<file path="config.mk">
export PLATFORM = sky130hd
export DESIGN_NAME = irq_bank_ctrl
export DESIGN_NICKNAME = d
export VERILOG_FILES = /design/src/rtl/rbank_pkg.sv /design/src/rtl/rbank_ctr.sv /design/src/rtl/rbank_op_decode.sv /design/src/rtl/irq_bank_ctrl.sv
export SDC_FILE = /design/constraint.sdc
export NUM_CORES = 1
export LEC_CHECK = 0
export ABC_AREA = 1
export BUFFER_PORTS_ARGS = -buffer_cell sky130_fd_sc_hd__buf_4
export CORE_ASPECT_RATIO = 0.7
export CORE_MARGIN = 3
export CORE_UTILIZATION = 60
export CTS_CLUSTER_SIZE = 30
export DETAILED_ROUTE_END_ITERATION = 6
export HOLD_SLACK_MARGIN = 0.12
export PLACE_DENSITY = 0.8
export SLEW_MARGIN = 25
export SYNTH_ARGS = -nofsm -noshare
export SYNTH_HDL_FRONTEND = slang
export SYNTH_SLANG_ARGS = --single-unit
</file>
<file path="constraint.sdc">
create_clock -name clk -period 4.98 [get_ports clk]
set_input_delay 0.249 -clock clk [delete_from_list [all_inputs] [get_ports clk]]
set_output_delay 0.249 -clock clk [all_outputs]
set_load 0.005 [all_outputs]
</file>
<file path="src/rtl/rbank_pkg.sv">
package rbank_pkg;

    typedef enum logic [1:0] {
        ST_EMPTY   = 2'd0,
        ST_PARTIAL = 2'd1,
        ST_FULL    = 2'd2,
        ST_SPILL   = 2'd3
    } rb_state_t;

    typedef enum logic [2:0] {
        OP_NONE    = 3'd0,
        OP_WRITE   = 3'd1,
        OP_READ    = 3'd2,
        OP_SPILL   = 3'd3,
        OP_UNSPILL = 3'd4,
        OP_OVF     = 3'd5,
        OP_UNF     = 3'd6
    } rb_op_t;

endpackage

</file>
<file path="src/rtl/rbank_ctr.sv">
module rbank_ctr #(
    parameter int W   = 4,
    parameter int MAX = 15
) (
    input  logic         clk,
    input  logic         rst_n,
    input  logic         inc,
    input  logic         dec,
    output logic [W-1:0] count,
    output logic         is_zero,
    output logic         is_one,
    output logic         is_max
);

    always_ff @(posedge clk or negedge rst_n) begin
        if (!rst_n)
            count <= '0;
        else if (inc && !dec)
            count <= count + W'(1);
        else if (dec && !inc)
            count <= count - W'(1);
    end

    assign is_zero = (count == '0);
    assign is_one  = (count == W'(1));
    assign is_max  = (count == W'(MAX));

    AST_CTR_NO_WRAP: assert property (@(posedge clk) disable iff (!rst_n) !(inc && is_max) && !(dec && is_zero)) else $error("counter wrap");

endmodule

</file>
<file path="src/rtl/rbank_op_decode.sv">
module rbank_op_decode
    import rbank_pkg::*;
(
    input  rb_state_t state,
    input  logic      save_v,
    input  logic      rest_v,
    input  logic      ovf_en,
    input  logic      spill_max,
    output rb_op_t    op
);

    always_comb begin
        op = OP_NONE;
        unique case (state)
            ST_EMPTY: begin
                if (save_v)      op = OP_WRITE;
                else if (rest_v) op = OP_UNF;
            end
            ST_PARTIAL: begin
                if (save_v)      op = OP_WRITE;
                else if (rest_v) op = OP_READ;
            end
            ST_FULL: begin
                if (save_v)      op = ovf_en ? OP_OVF : OP_SPILL;
                else if (rest_v) op = OP_READ;
            end
            ST_SPILL: begin
                if (save_v)      op = (ovf_en || spill_max) ? OP_OVF : OP_SPILL;
                else if (rest_v) op = OP_UNSPILL;
            end
        endcase
    end

endmodule

</file>
<file path="src/rtl/irq_bank_ctrl.sv">
module irq_bank_ctrl
    import rbank_pkg::*;
#(
    parameter int NUM_BANKS = 15,
    parameter int SPILL_W   = 8,
    parameter int LVL_W     = 4
) (
    input  logic                               clk,
    input  logic                               rst_n,
    input  logic                               save_req,
    input  logic                               restore_req,
    input  logic [LVL_W-1:0]                   irq_level,
    input  logic                               ovf_en,
    output logic [$clog2(NUM_BANKS+1)-1:0]     bank_idx,
    output logic                               bank_wr_en,
    output logic                               bank_rd_en,
    output logic                               use_stack,
    output logic                               ovf_exc,
    output logic                               unf_exc
);

    localparam int CNT_W     = $clog2(NUM_BANKS + 1);
    localparam int SPILL_MAX = (1 << SPILL_W) - 1;

    rb_state_t           state, state_nxt;
    rb_op_t              op;
    logic                save_v, rest_v;
    logic [CNT_W-1:0]    fill_cnt;
    logic                fill_zero, fill_one, fill_max;
    logic [SPILL_W-1:0]  spill_depth;
    logic                spill_zero, spill_one, spill_max;

    // A save needs a real interrupt level; a save in the same cycle masks a restore.
    assign save_v = save_req && (irq_level != '0);
    assign rest_v = restore_req && !save_req;

    rbank_op_decode u_dec (
        .state     (state),
        .save_v    (save_v),
        .rest_v    (rest_v),
        .ovf_en    (ovf_en),
        .spill_max (spill_max),
        .op        (op)
    );

    rbank_ctr #(.W(CNT_W), .MAX(NUM_BANKS)) u_fill (
        .clk     (clk),
        .rst_n   (rst_n),
        .inc     (op == OP_WRITE),
        .dec     (op == OP_READ),
        .count   (fill_cnt),
        .is_zero (fill_zero),
        .is_one  (fill_one),
        .is_max  (fill_max)
    );

    rbank_ctr #(.W(SPILL_W), .MAX(SPILL_MAX)) u_spill (
        .clk     (clk),
        .rst_n   (rst_n),
        .inc     (op == OP_SPILL),
        .dec     (op == OP_UNSPILL),
        .count   (spill_depth),
        .is_zero (spill_zero),
        .is_one  (spill_one),
        .is_max  (spill_max)
    );

    // Next state
    always_comb begin
        state_nxt = state;
        case (op)
            OP_WRITE:   state_nxt = (fill_cnt == CNT_W'(NUM_BANKS - 1)) ? ST_FULL : ST_PARTIAL;
            OP_READ:    state_nxt = fill_one ? ST_EMPTY : ST_PARTIAL;
            OP_SPILL:   state_nxt = ST_SPILL;
            OP_UNSPILL: state_nxt = spill_one ? ST_FULL : ST_SPILL;
            default:    state_nxt = state;
        endcase
    end

    // State register
    always_ff @(posedge clk or negedge rst_n) begin
        if (!rst_n) state <= ST_EMPTY;
        else        state <= state_nxt;
    end

    // Registered outputs
    always_ff @(posedge clk or negedge rst_n) begin
        if (!rst_n) begin
            bank_idx   <= '0;
            bank_wr_en <= 1'b0;
            bank_rd_en <= 1'b0;
            use_stack  <= 1'b0;
            ovf_exc    <= 1'b0;
            unf_exc    <= 1'b0;
        end else begin
            bank_wr_en <= (op == OP_WRITE);
            bank_rd_en <= (op == OP_READ);
            use_stack  <= (op == OP_SPILL) || (op == OP_UNSPILL);
            ovf_exc    <= (op == OP_OVF);
            unf_exc    <= (op == OP_UNF);
            if (op == OP_WRITE)
                bank_idx <= fill_cnt;
            else if (op == OP_READ)
                bank_idx <= fill_cnt - CNT_W'(1);
        end
    end

    AST_WR_FREE: assert property (@(posedge clk) disable iff (!rst_n) (save_v && !fill_max) |=> (bank_wr_en && bank_idx == $past(fill_cnt))) else $error("write");
    AST_RD_LIFO: assert property (@(posedge clk) disable iff (!rst_n) (rest_v && !fill_zero && spill_zero) |=> (bank_rd_en && bank_idx == $past(fill_cnt) - CNT_W'(1))) else $error("read");
    AST_OVF_EN: assert property (@(posedge clk) disable iff (!rst_n) (save_v && fill_max && ovf_en) |=> (ovf_exc && !bank_wr_en)) else $error("ovf");
    AST_SPILL_GROW: assert property (@(posedge clk) disable iff (!rst_n) (save_v && fill_max && !ovf_en && !spill_max) |=> (use_stack && spill_depth == $past(spill_depth) + SPILL_W'(1))) else $error("spill");
    AST_STACK_FIRST: assert property (@(posedge clk) disable iff (!rst_n) (rest_v && !spill_zero) |=> (use_stack && !bank_rd_en)) else $error("unspill");
    AST_SPILL_STATE: assert property (@(posedge clk) disable iff (!rst_n) (state == ST_SPILL) |-> (!spill_zero && fill_max)) else $error("spill state");
    AST_UNF: assert property (@(posedge clk) disable iff (!rst_n) (rest_v && fill_zero && spill_zero) |=> unf_exc) else $error("unf");
    AST_LVL0: assert property (@(posedge clk) disable iff (!rst_n) (save_req && irq_level == '0) |=> (!bank_wr_en && !bank_rd_en && !use_stack && !ovf_exc && !unf_exc)) else $error("lvl0");
    AST_ONE_EVENT: assert property (@(posedge clk) disable iff (!rst_n) $onehot0({bank_wr_en, bank_rd_en, use_stack, ovf_exc, unf_exc})) else $error("multi");
    AST_IDX_HOLD: assert property (@(posedge clk) disable iff (!rst_n) (!bank_wr_en && !bank_rd_en) |-> $stable(bank_idx)) else $error("idx");

endmodule

</file>
==> metrics.md, run 1 <==
| Metric | Value |
|---|---|
| Final Hold Vio Count | `0` |
| Clk_lat worst skew | `approximately 0.27 ns` |
| VDD IR-drop max | `between 0.0003 and 0.0004 V` |
| Fin crit period | `around 2.6 ns` |
| Post-cts gate resize count | `0` |
| FMAX | `382 MHz` |
| DRT Wirelength | `~3500 um` |
| Largest net degree at the start of global routing | `24` |
| Iter 0 DRT Violations | `71` |
| H-tree levels | `1` |
| Max cap viols | `0` |
| Clk_skew | `~0.0075 ns` |
| Wire length per cell | `13.7 um` |
| Sequential area share after synthesis | `34.6%` |
| Worst EP required | `5.17 ns` |
| Fin area | `1840 sq um` |
| Nets | `between 200 and 250` |
| Starting density of the core | `65.2%` |
| RSZ-0062 raised after global routing | `false` |
| Die Width | `68.9 um` |
| Least-Margin Pin Slew | `approximately 0.50 ns` |
| CTS Hold Bufs | `1` |
| Clk buf depth | `2` |
| Post-Route Utilization | `72.3%` |
| Area Growth Syn to Fin | `10.8%` |
| Drt pass-1 iters | `4` |
| Power Total | `1090 uW` |
| Commonest cells after routing, fill and taps aside | `49 x nand2_1, 23 x dfrtp_1, 20 x inv_1` |
| Final antenna-violating net count | `0` |
| Gr ovfl total | `0` |
| Post-DP Area | `1790 sq um` |
| WP buf/inv | `1` |
| Unique masters post-synth | `33` |
| Gr usage total | `22.9%` |
| Layout cells sized above 1 | `22.0%` |
| Cell Area, Synth | `1660 sq um` |
| Root Buffer | `clkbuf_8` |
| Status | `finished clean` |
| Initial antenna violation count | `0` |
| CTS tree | `built` |
| Syn Inst Count | `205` |
| First-pass GRT wire length | `5910 um` |
| Worst Path Max Fanout | `8` |
| Number of remaining DRC errors | `0` |
| Die height | `50.1 um` |
| Worst path top cell family by delay | `simple AND/OR/NAND/NOR gates` |
| Cell breakdown of the critical path | `ha_1 > nand2_1 > nor2_4 > nand2_2 > nand3_2 > nand2_2 > nand2_2 > nor3_4 > ha_1 > inv_1 > a21oi_1 > o21ai_0 > o21ai_0 > nand2_1 > o21ai_0` |
| Hold Path Class | `input pin to register` |
| CTS Buf Count | `3` |
| # setup viols final | `0` |
| Slowest-stage cell, CP | `dfrtp_1` |
| GP Congestion | `0.864` |
| ANT cells | `0` |
| Site Rows | `15` |
| Vias in the first global route | `roughly 1.3k` |
| CP Launch Type | `register` |
| Cell area power density | `around 590 nW/um^2` |
| Commonest non-fill, non-tap cell in the layout | `nand2_1` |
| Mean Syn Cell Area | `8.12 sq um` |
| Clk sink count | `23` |
| Core Box Area | `2550 sq um` |
| Crit path DAT | `roughly 2.8 ns` |
| Setup crit end kind | `register` |
| Pleak | `0.000925 uW` |
| Number of flops mapped to enable cells by yosys | `0` |
| Ys Warns | `0` |
| Critical path class | `register to register` |
| Number of synthesized register bits | `23` |
| Async SR Flop Fraction | `100%` |
| Synth Flop Type | `dfrtp_1` |
| # Post-CTS Setup Buffers | `0` |
| TNS Setup | `0 ns` |
| Fin. max-slew vios | `0` |
| Via density | `roughly 5.3` |
| Max_slew headroom | `66.5%` |
| Syn Nets | `223` |
| IO buf count | `17` |
| Hold WS | `0.327 ns` |
| Fin crit share | `52.6%` |
| Clock slew at reported path FFs | `0.09 ns` |
| DIE AREA | `3450 sq um` |
| Num ports | `18` |
| HPWL after DPL | `around 2700 um` |
| Vias | `between 1k and 1.5k` |
| Crit-path max cell delay | `approximately 0.44 ns` |
[metrics by stage]
step / cells / setup slack (ns)
finish: 257 / 2.36
global route: 257 / 2.14
CTS: 257 / 2.42
detailed placement: 252 / 2.45
global placement: 252 / 2.72
floorplan: 205 / 2.80
[state kept, by name (all words and copies together), names as in the netlist]
| name | cells |
|---|---|
| bank_rd_en | 1 |
| unf_exc | 1 |
| ovf_exc | 1 |
| state | 2 |
| bank_wr_en | 1 |
| use_stack | 1 |
| u_fill.count | 4 |
| bank_idx | 4 |
| u_spill.count | 8 |
[kinds of logic after synthesis]
group,share of synthesized area (%)
xor gates and xnor gates,7.89
adders and majority gates,6.77
AOI/OAI and AO/OA,9.62
buffers and inverters,8.65
DFF,34.6
and+or+nand+nor,32.5
[power by group]
part | total (uW) | internal (uW) | switching, uW
logic | 614 | 244 | 370
registers | 357 | 270 | 86.7
clock network | 119 | 56.0 | 62.8
[per-layer routing]
| metal | track usage, % | up-vias | routed length (um) |
|---|---|---|---|
| met1 | 32.5 | 629 | 1760 |
| met3 | 4.33 | 7 | 175 |
| met2 | 35.0 | 39 | 1550 |
| li1 | - | 691 | - |
| met5 | 0 | - | 0 |
| met4 | 7.12 | 0 | 48 |
[cells in the mapped netlist, types with 2 or more instances]
cell type / instances / area, sq um
a21oi_1: 5 / 25.0
buf_6: 2 / 22.5
dfrtp_1: 23 / 576
ha_1: 9 / 113
inv_1: 20 / 75.1
inv_2: 3 / 11.3
nand2_1: 49 / 184
nand2_2: 8 / 50.1
nand2_4: 3 / 33.8
nand3_1: 18 / 90.1
nand3b_1: 2 / 15.0
nand4_1: 3 / 18.8
nor2_1: 10 / 37.5
nor3_1: 4 / 20.0
o21ai_0: 8 / 40.0
o21ai_1: 4 / 20.0
o21ai_2: 5 / 43.8
xnor2_1: 2 / 17.5
xor2_1: 13 / 114
[final cells by class]
| cell class | count | area, sq um |
|---|---|---|
| Tap cell | 34 | 42.5 |
| Sequential cell | 23 | 576 |
| Multi-Input combinational cell | 153 | 945 |
| Clock buffer | 3 | 41.3 |
| Timing Repair Buffer | 18 | 138 |
| Inverter | 25 | 97.6 |
| Clock inverter | 1 | 5.00 |
| Fill cell | 214 | 708 |
[worst reg2reg max path, delay by kind of cell (launching register included)]
family / cells / cell delay [ns]
buf+inv: 1 / 0.10
simple gates: 8 / 0.99
compound gates: 4 / 0.46
flops: 1 / 0.44
fa+ha+maj: 2 / 0.55
[final timing paths]
check                                             start                            to  slack, ns  depth (start not counted)
max                        u_spill.count[0]$_DFFE_PN0P_   u_fill.count[3]$_DFFE_PN0P_       2.36                         15
min in group asynchronous                         rst_n   u_fill.count[1]$_DFFE_PN0P_       0.40                          2
min reg2reg                     bank_idx[3]$_DFFE_PN0P_       bank_idx[3]$_DFFE_PN0P_       0.49                          2
max in group asynchronous                         rst_n  u_spill.count[4]$_DFFE_PN0P_       4.34                          2
min                                            save_req             ovf_exc$_DFF_PN0_       0.33                          3
max reg2reg                u_spill.count[0]$_DFFE_PN0P_   u_fill.count[3]$_DFFE_PN0P_       2.36                         15
Note: power is estimated with default switching activity, not from simulation.
==> inputs of run 2 (changes only) <==
--- a/config.mk
+++ b/config.mk
@@ -5,15 +5,15 @@
 export SDC_FILE = /design/constraint.sdc
 export NUM_CORES = 1
 export LEC_CHECK = 0
-export ABC_AREA = 1
+export ABC_AREA = 0
 export BUFFER_PORTS_ARGS = -buffer_cell sky130_fd_sc_hd__buf_4
 export CORE_ASPECT_RATIO = 0.7
 export CORE_MARGIN = 3
-export CORE_UTILIZATION = 60
+export CORE_UTILIZATION = 52
 export CTS_CLUSTER_SIZE = 30
 export DETAILED_ROUTE_END_ITERATION = 6
 export HOLD_SLACK_MARGIN = 0.12
-export PLACE_DENSITY = 0.8
+export PLACE_DENSITY = 0.74
 export SLEW_MARGIN = 25
 export SYNTH_ARGS = -nofsm -noshare
 export SYNTH_HDL_FRONTEND = slang
==> constraint.sdc (replaced) <==
create_clock -name clk -period 2.1 [get_ports clk]
set_input_delay 0.105 -clock clk [delete_from_list [all_inputs] [get_ports clk]]
set_output_delay 0.105 -clock clk [all_outputs]
set_load 0.005 [all_outputs]
==> metrics.md, run 2 <==
| Metric | Value |
|---|---|
| Starting density of the core | `57.9% (was 65.2%)` |
| Leading area contributor after synthesis | `dfrtp_1 (unchanged)` |
| Gr usage total | `20.6% (was 22.9%)` |
| Combinational Power Share | `50.9% (was 56.3%)` |
| Final Hold Vio Count | `0 (unchanged)` |
| Post-Route Utilization | `70.7% (was 72.3%)` |
| Dpl ws | `0.0582 ns (was 2.45 ns)` |
| Sequential area share after synthesis | `38.1% (was 34.6%)` |
| Drt pass-1 iters | `4 (unchanged)` |
| Critical path class | `register to register (unchanged)` |
| Site Rows | `15 (unchanged)` |
| DIE AREA | `3600 sq um (was 3450 sq um)` |
| Ys Warns | `0 (unchanged)` |
| Worst path top cell family by delay | `compound AO/OA/AOI/OAI gates (was simple AND/OR/NAND/NOR gates)` |
| Max cap viols | `0 (unchanged)` |
| Synth area leaders | `dfrtp_1 38%, ha_1 7.5%, xnor2_1 4.6%, nand2_1 3.2%, o211ai_1 3.0% (was dfrtp_1 35%, nand2_1 11%, xor2_1 6.8%, ha_1 6.8%, nand3_1 5.4%)` |
| Number of remaining DRC errors | `0 (unchanged)` |
| Vias | `1,347 (was 1,366)` |
| CTS tree | `built (unchanged)` |
| Syn Nets | `173 (was 223)` |
| Regs by FF count | `u_spill.count: 8 flops, bank_idx: 4 flops, u_fill.count: 4 flops (unchanged)` |
| Pleak | `0.000792 uW (was 0.000925 uW)` |
| Via density | `6.18 (was 5.32)` |
| Nets | `203 (was 242)` |
| Worst Path Max Fanout | `8 (unchanged)` |
| Mean Syn Cell Area | `9.75 sq um (was 8.12 sq um)` |
| Clock share of power | `12.6% (was 10.9%)` |
| Worst reg-to-reg setup slack | `0.09 ns (was 2.36 ns)` |
| WP buf/inv | `0 (was 1)` |
| Die Width | `70.4 um (was 68.9 um)` |
| Switching Share | `42.1% (was 47.7%)` |
| Iter 0 DRT Violations | `177 (was 71)` |
| Area Growth Syn to Fin | `22.0% (was 10.8%)` |
| DRT Wirelength | `3570 um (was 3530 um)` |
| Gr ovfl total | `0 (unchanged)` |
| Largest Register | `u_spill.count (unchanged)` |
| Crit-path max cell delay | `0.41 ns (was 0.44 ns)` |
| Root Buffer | `clkbuf_8 (unchanged)` |
| # setup viols final | `0 (unchanged)` |
| Final antenna-violating net count | `0 (unchanged)` |
| Largest net degree at the start of global routing | `24 (unchanged)` |
| Max_slew headroom | `66.9% (was 66.5%)` |
| Clk sink count | `23 (unchanged)` |
| Most frequent cells after synthesis | `23 x dfrtp_1, 13 x nand2_1, 11 x nor2_1, 9 x ha_1, 9 x inv_1 (was 49 x nand2_1, 23 x dfrtp_1, 20 x inv_1, 18 x nand3_1, 13 x xor2_1)` |
| Most frequent cell after synthesis | `dfrtp_1 (was nand2_1)` |
| Synth Flop Type | `dfrtp_1 (unchanged)` |
| Net Switching | `932 uW (was 520 uW)` |
| Num ports | `18 (unchanged)` |
| TNS Setup | `0 ns (unchanged)` |
| Commonest non-fill, non-tap cell in the layout | `buf_4 (was nand2_1)` |
| CP Launch Type | `register (unchanged)` |
| Syn Inst Count | `155 (was 205)` |
| IO buf count | `17 (unchanged)` |
| HPWL after DPL | `2620 um (was 2730 um)` |
| Hold Path Class | `input pin to register (unchanged)` |
| Async SR Flop Fraction | `100% (unchanged)` |
| Max FFs per register | `8 (unchanged)` |
| VDD IR-drop max | `0.000743 V (was 0.000327 V)` |
| Unique masters post-synth | `50 (was 33)` |
| Commonest cells after routing, fill and taps aside | `28 x buf_4, 23 x dfrtp_1, 12 x nand2_1 (was 49 x nand2_1, 23 x dfrtp_1, 20 x inv_1)` |
| Cell area power density | `1200 nW/um^2 (was 591 nW/um^2)` |
| Post-synth top area share | `38.1% (was 34.6%)` |
| Fin crit share | `95.5% (was 52.6%)` |
| Cell Area, Synth | `1510 sq um (was 1660 sq um)` |
| Die height | `51.1 um (was 50.1 um)` |
| Initial antenna violation count | `0 (unchanged)` |
| GP Congestion | `0.980 (was 0.864)` |
| First-pass GRT wire length | `5750 um (was 5910 um)` |
| Number of flops mapped to enable cells by yosys | `0 (unchanged)` |
| Least-Margin Pin Slew | `0.491 ns (was 0.499 ns)` |
| ANT cells | `0 (unchanged)` |
| Clk buf depth | `2 (unchanged)` |
| Flop pwr share | `36.5% (was 32.8%)` |
| Fin. max-slew vios | `0 (unchanged)` |
| Layout cells sized above 1 | `25.0% (was 22.0%)` |
| Number of synthesized register bits | `23 (unchanged)` |
| Cell breakdown of the critical path | `ha_1 > nand4_2 > o311a_4 > o21a_4 > o41ai_2 > xor2_1 (was ha_1 > nand2_1 > nor2_4 > nand2_2 > nand3_2 > nand2_2 > nand2_2 > nor3_4 > ha_1 > inv_1 > a21oi_1 > o21ai_0 > o21ai_0 > nand2_1 > o21ai_0)` |
| CTS Buf Count | `3 (unchanged)` |
| Worst EP required | `2.30 ns (was 5.17 ns)` |
| Status | `finished clean (unchanged)` |
| Setup crit end kind | `register (unchanged)` |
| Int Power | `1280 uW (was 570 uW)` |
| H-tree levels | `1 (unchanged)` |
| Crit path DAT | `2.20 ns (was 2.81 ns)` |
| FMAX | `498 MHz (was 382 MHz)` |
| Core Box Area | `2610 sq um (was 2550 sq um)` |
| Fin crit period | `2.01 ns (was 2.62 ns)` |
| Wire length per cell | `16.4 um (was 13.7 um)` |
| Vias in the first global route | `1,178 (was 1,292)` |
| Clk_skew | `0.00198 ns (was 0.00751 ns)` |
| Clk_lat worst skew | `0.27 ns (about the same)` |
| Slowest-stage cell, CP | `o311a_4 (was dfrtp_1)` |
| Clock slew at reported path FFs | `0.08 ns (was 0.09 ns)` |
| Setup WS post-layout | `0.0937 ns (was 2.36 ns)` |
run 2: cell types whose count changed in the layout (fill, tap and decap cells not counted), moves of 6 or more:
cell	previous run	this run
xnor2_1	2	8
xor2_1	13	4
buf_4	17	28
nand2_1	49	12
inv_1	20	9
nand3_1	18	6
nand2_2	8	1
run 2: path summary, 6_finish.rpt:
check | start | endpoint | cells after the start
worst max-delay path | u_spill.count[0]$_DFFE_PN0P_ | u_spill.count[3]$_DFFE_PN0P_ | 6
worst min-delay path | restore_req | unf_exc$_DFF_PN0_ | 2
worst max register to register | u_spill.count[0]$_DFFE_PN0P_ | u_spill.count[3]$_DFFE_PN0P_ | 6
worst min register to register | bank_idx[3]$_DFFE_PN0P_ | bank_idx[3]$_DFFE_PN0P_ | 2
max in group asynchronous | rst_n | u_spill.count[5]$_DFFE_PN0P_ | 2
min in group asynchronous | rst_n | bank_idx[2]$_DFFE_PN0P_ | 2
run 2: power groups by stage:
| stage | combinational [uW] | clock (uW) | sequential (uW) |
|---|---|---|---|
| after CTS | 1070 | 283 | 806 |
| after detailed placement | 1060 | 0 | 815 |
| final | 1130 | 280 | 808 |
| after floorplan | 772 | 0 | 745 |
| after global routing | 1240 | 308 | 837 |
| after global placement | 1030 | 0 | 807 |
run 2: cell families (layout without fill, tap and decap cells):
kind of cell / count (synthesis) / count (layout) / share of synthesized area (%)
flip-flops: 23 / 23 / 38.1
multiplexers: 3 / 3 / 2.15
XOR/XNOR: 12 / 12 / 6.95
adder cells (fa/ha/maj): 9 / 9 / 7.45
buffers and inverters: 15 / 44 / 3.89
AND/OR/NAND/NOR: 54 / 54 / 19.3
AO/OA/AOI/OAI: 39 / 39 / 22.2
run 2: what timing repair did:
| item | CTS | global route |
|---|---|---|
| setup buffers | 0 | 1 |
| endpoints found under the hold margin | 24 | 0 |
| endpoints found under the setup margin | 0 | 8 |
| gates resized for setup | 0 | 5 |
| hold buffers | 2 | 0 |
run 2: per-layer routing:
layer / track usage, % / routed length (um)
met5: 0 / 0
met3: 6.29 / 335
met1: 30.9 / 1730
met2: 28.0 / 1460
met4: 6.05 / 40
run 2: cell type report:
cell class	instances	area (sq um)
flip-flops and latches	23	576
clock inverters	1	5.00
fillers	191	764
clock buffers	3	41.3
inverters	10	37.5
well taps	34	42.5
multi-input cells	117	912
repair buffers	30	230
run 2: through the flow:
stage	cells	hold slack (ns)	total power (uW)	instance area [sq um]
detailed placement	211	0.0204	1870	1740
global placement	211	0.0124	1830	1740
floorplan	155	-0.191	1520	1510
finish	218	0.155	2210	1840
CTS	217	0.137	2160	1800
global route	218	0.153	2390	1840
==> inputs of run 3 (changes only) <==
--- a/config.mk
+++ b/config.mk
@@ -14,6 +14,7 @@
 export DETAILED_ROUTE_END_ITERATION = 6
 export HOLD_SLACK_MARGIN = 0.12
 export PLACE_DENSITY = 0.74
+export SETUP_SLACK_MARGIN = 0.3
 export SLEW_MARGIN = 25
 export SYNTH_ARGS = -nofsm -noshare
 export SYNTH_HDL_FRONTEND = slang
==> metrics.md, run 3 (synthesized netlist as in run 2, its figures left out) <==
| Metric | Value |
|---|---|
| Via density | `6.22 (was 6.18)` |
| DIE AREA | `3600 sq um (unchanged)` |
| Final antenna-violating net count | `0 (unchanged)` |
| Largest net degree at the start of global routing | `24 (unchanged)` |
| Clock slew at reported path FFs | `0.08 ns (about the same)` |
| Fin crit share | `86.1% (was 95.5%)` |
| Gr ovfl total | `0 (unchanged)` |
| Final Hold Vio Count | `0 (unchanged)` |
| HPWL after DPL | `2690 um (was 2620 um)` |
| Wire length per cell | `18.4 um (was 16.4 um)` |
| Setup WS post-layout | `0.293 ns (was 0.0937 ns)` |
| Crit path DAT | `2.01 ns (was 2.20 ns)` |
| Flop pwr share | `35.6% (was 36.5%)` |
| Starting density of the core | `57.9% (unchanged)` |
| VDD IR-drop max | `0.000660 V (was 0.000743 V)` |
| Vias in the first global route | `1,263 (was 1,178)` |
| Layout cells sized above 1 | `32.6% (was 25.0%)` |
| Die Width | `70.4 um (unchanged)` |
| Nets | `206 (was 203)` |
| Site Rows | `15 (unchanged)` |
| Combinational Power Share | `52.5% (was 50.9%)` |
| Worst r2r src | `u_spill.count[0]$_DFFE_PN0P_ (unchanged)` |
| Fin. max-slew vios | `0 (unchanged)` |
| Max_slew headroom | `68.4% (was 66.9%)` |
| Clock share of power | `11.8% (was 12.6%)` |
| # setup viols final | `0 (unchanged)` |
| Iter 0 DRT Violations | `125 (was 177)` |
| IO buf count | `17 (unchanged)` |
| Hold Path Depth | `2 (unchanged)` |
| Commonest cells after routing, fill and taps aside | `31 x buf_4, 15 x dfrtp_1, 12 x nand2_1 (was 28 x buf_4, 23 x dfrtp_1, 12 x nand2_1)` |
| Int Power | `1350 uW (was 1280 uW)` |
| Die height | `51.1 um (unchanged)` |
| Initial antenna violation count | `0 (unchanged)` |
| Clk buf depth | `2 (unchanged)` |
| First-pass GRT wire length | `6420 um (was 5750 um)` |
| CTS tree | `built (unchanged)` |
| TNS Setup | `0 ns (unchanged)` |
| Switching Share | `42.5% (was 42.1%)` |
| Worst Path Max Fanout | `4 (was 8)` |
| ANT cells | `0 (unchanged)` |
| Final cell count without fillers | `221 (was 218)` |
| Dpl ws | `0.130 ns (was 0.0582 ns)` |
| Cell area power density | `1210 nW/um^2 (was 1200 nW/um^2)` |
| Storage cell area | `586 sq um (was 576 sq um)` |
| Vias | `1,374 (was 1,347)` |
| Status | `finished clean (unchanged)` |
| Max FFs per register | `8 (unchanged)` |
| Clk sink count | `23 (unchanged)` |
| Setup crit start | `u_spill.count[0]$_DFFE_PN0P_ (unchanged)` |
| Fin crit period | `1.81 ns (was 2.01 ns)` |
| Clk_lat worst skew | `0.27 ns (about the same)` |
| Clk_skew | `0.00589 ns (was 0.00198 ns)` |
| CTS Buf Count | `3 (unchanged)` |
| Slowest-stage cell, CP | `dfrtp_2 (was o311a_4)` |
| Number of remaining DRC errors | `0 (unchanged)` |
| Core Box Area | `2610 sq um (unchanged)` |
| Num ports | `18 (unchanged)` |
| Critical path class | `register to register (unchanged)` |
| Crit-path max cell delay | `0.40 ns (was 0.41 ns)` |
| DRT Wirelength | `4060 um (was 3570 um)` |
| Cell breakdown of the critical path | `ha_4 > nand4_4 > o311a_4 > a221oi_4 > or3b_1 > nand4_1 (was ha_1 > nand4_2 > o311a_4 > o21a_4 > o41ai_2 > xor2_1)` |
| Commonest non-fill, non-tap cell in the layout | `buf_4 (unchanged)` |
| Root Buffer | `clkbuf_8 (unchanged)` |
| Hold Startpoint | `restore_req (unchanged)` |
| Multi-input logic area | `971 sq um (was 912 sq um)` |
| Largest Register | `u_spill.count (unchanged)` |
| Setup crit end kind | `register (unchanged)` |
| GP Congestion | `0.915 (was 0.980)` |
| Drt pass-1 iters | `4 (unchanged)` |
| Regs by FF count | `u_spill.count: 8 flops, bank_idx: 4 flops, u_fill.count: 4 flops (unchanged)` |
| Pleak | `0.000830 uW (was 0.000792 uW)` |
| CP Launch Type | `register (unchanged)` |
| Max cap viols | `0 (unchanged)` |
| Least-Margin Pin Slew | `0.472 ns (was 0.491 ns)` |
| Worst EP required | `2.30 ns (about the same)` |
| RSZ-0062 raised after global routing | `true` |
| R2R depth | `6 (unchanged)` |
| Gr usage total | `22.8% (was 20.6%)` |
| Net Switching | `999 uW (was 932 uW)` |
| FMAX | `553 MHz (was 498 MHz)` |
| FILL cells | `171 (was 191)` |
| Hold Path Class | `input pin to register (unchanged)` |
| Power Total | `2350 uW (was 2210 uW)` |
| Placed Cells | `207 (was 211)` |
| Area Growth Syn to Fin | `28.0% (was 22.0%)` |
| H-tree levels | `1 (unchanged)` |
## run 3: per-stage QoR
stage	area (sq um)	hold WS, ns	util, %
detailed placement	1730	0.0196	66.4
finish	1930	0.154	74.1
global route	1930	0.141	74.1
global placement	1730	0.0132	66.4
CTS	1870	0.149	71.7
floorplan	1540	-0.191	-
## run 3: area by class of cell
cell class / instances / share of cell area [%]
Inverter: 10 / 1.94
Timing Repair Buffer: 33 / 13.1
Clock buffer: 4 / 2.33
Tap cell: 34 / 2.20
Sequential cell: 23 / 30.3
Multi-Input combinational cell: 117 / 50.2
## run 3: path summary, 6_finish.rpt
kind	end	slack, ns
setup reg to reg	state[1]$_DFFE_PN0P_	0.29
hold / removal	unf_exc$_DFF_PN0_	0.15
max in group asynchronous	u_spill.count[5]$_DFFE_PN0P_	1.57
hold reg to reg	bank_idx[2]$_DFFE_PN0P_	0.50
min in group asynchronous	bank_rd_en$_DFF_PN0_	0.27
setup / recovery	state[1]$_DFFE_PN0P_	0.29
## run 3: worst max-delay path, delay by kind of cell (launching register included)
kind | cells | cell delay (ns)
AND/OR/NAND/NOR | 3 | 0.53
flip-flops | 1 | 0.40
adder cells (fa/ha/maj) | 1 | 0.16
AO/OA/AOI/OAI | 2 | 0.66
## run 3: power by group through the flow
stage / clock network, uW / registers [uW] / logic (uW)
global placement: 0 / 835 / 1010
global route: 313 / 850 / 1350
detailed placement: 0 / 844 / 1040
finish: 278 / 837 / 1230
CTS: 285 / 836 / 1140
floorplan: 0 / 758 / 795
## run 3: metal layers
metal  wire length (um)  vias up  GRT usage, %
li1                   -      642             -
met1               1810      655          31.6
met2               1790       69          35.4
met3                401        8          6.29
met4                 58        0          5.73
met5                  0        -             0
## run 3: repair_timing
item	4_1_cts	5_1_grt
hold endpoints to repair	24	0
gates resized for setup	10	9
setup endpoints to repair	11	12
pin swaps	6	7
buffers inserted	4	4
hold buffers	2	0
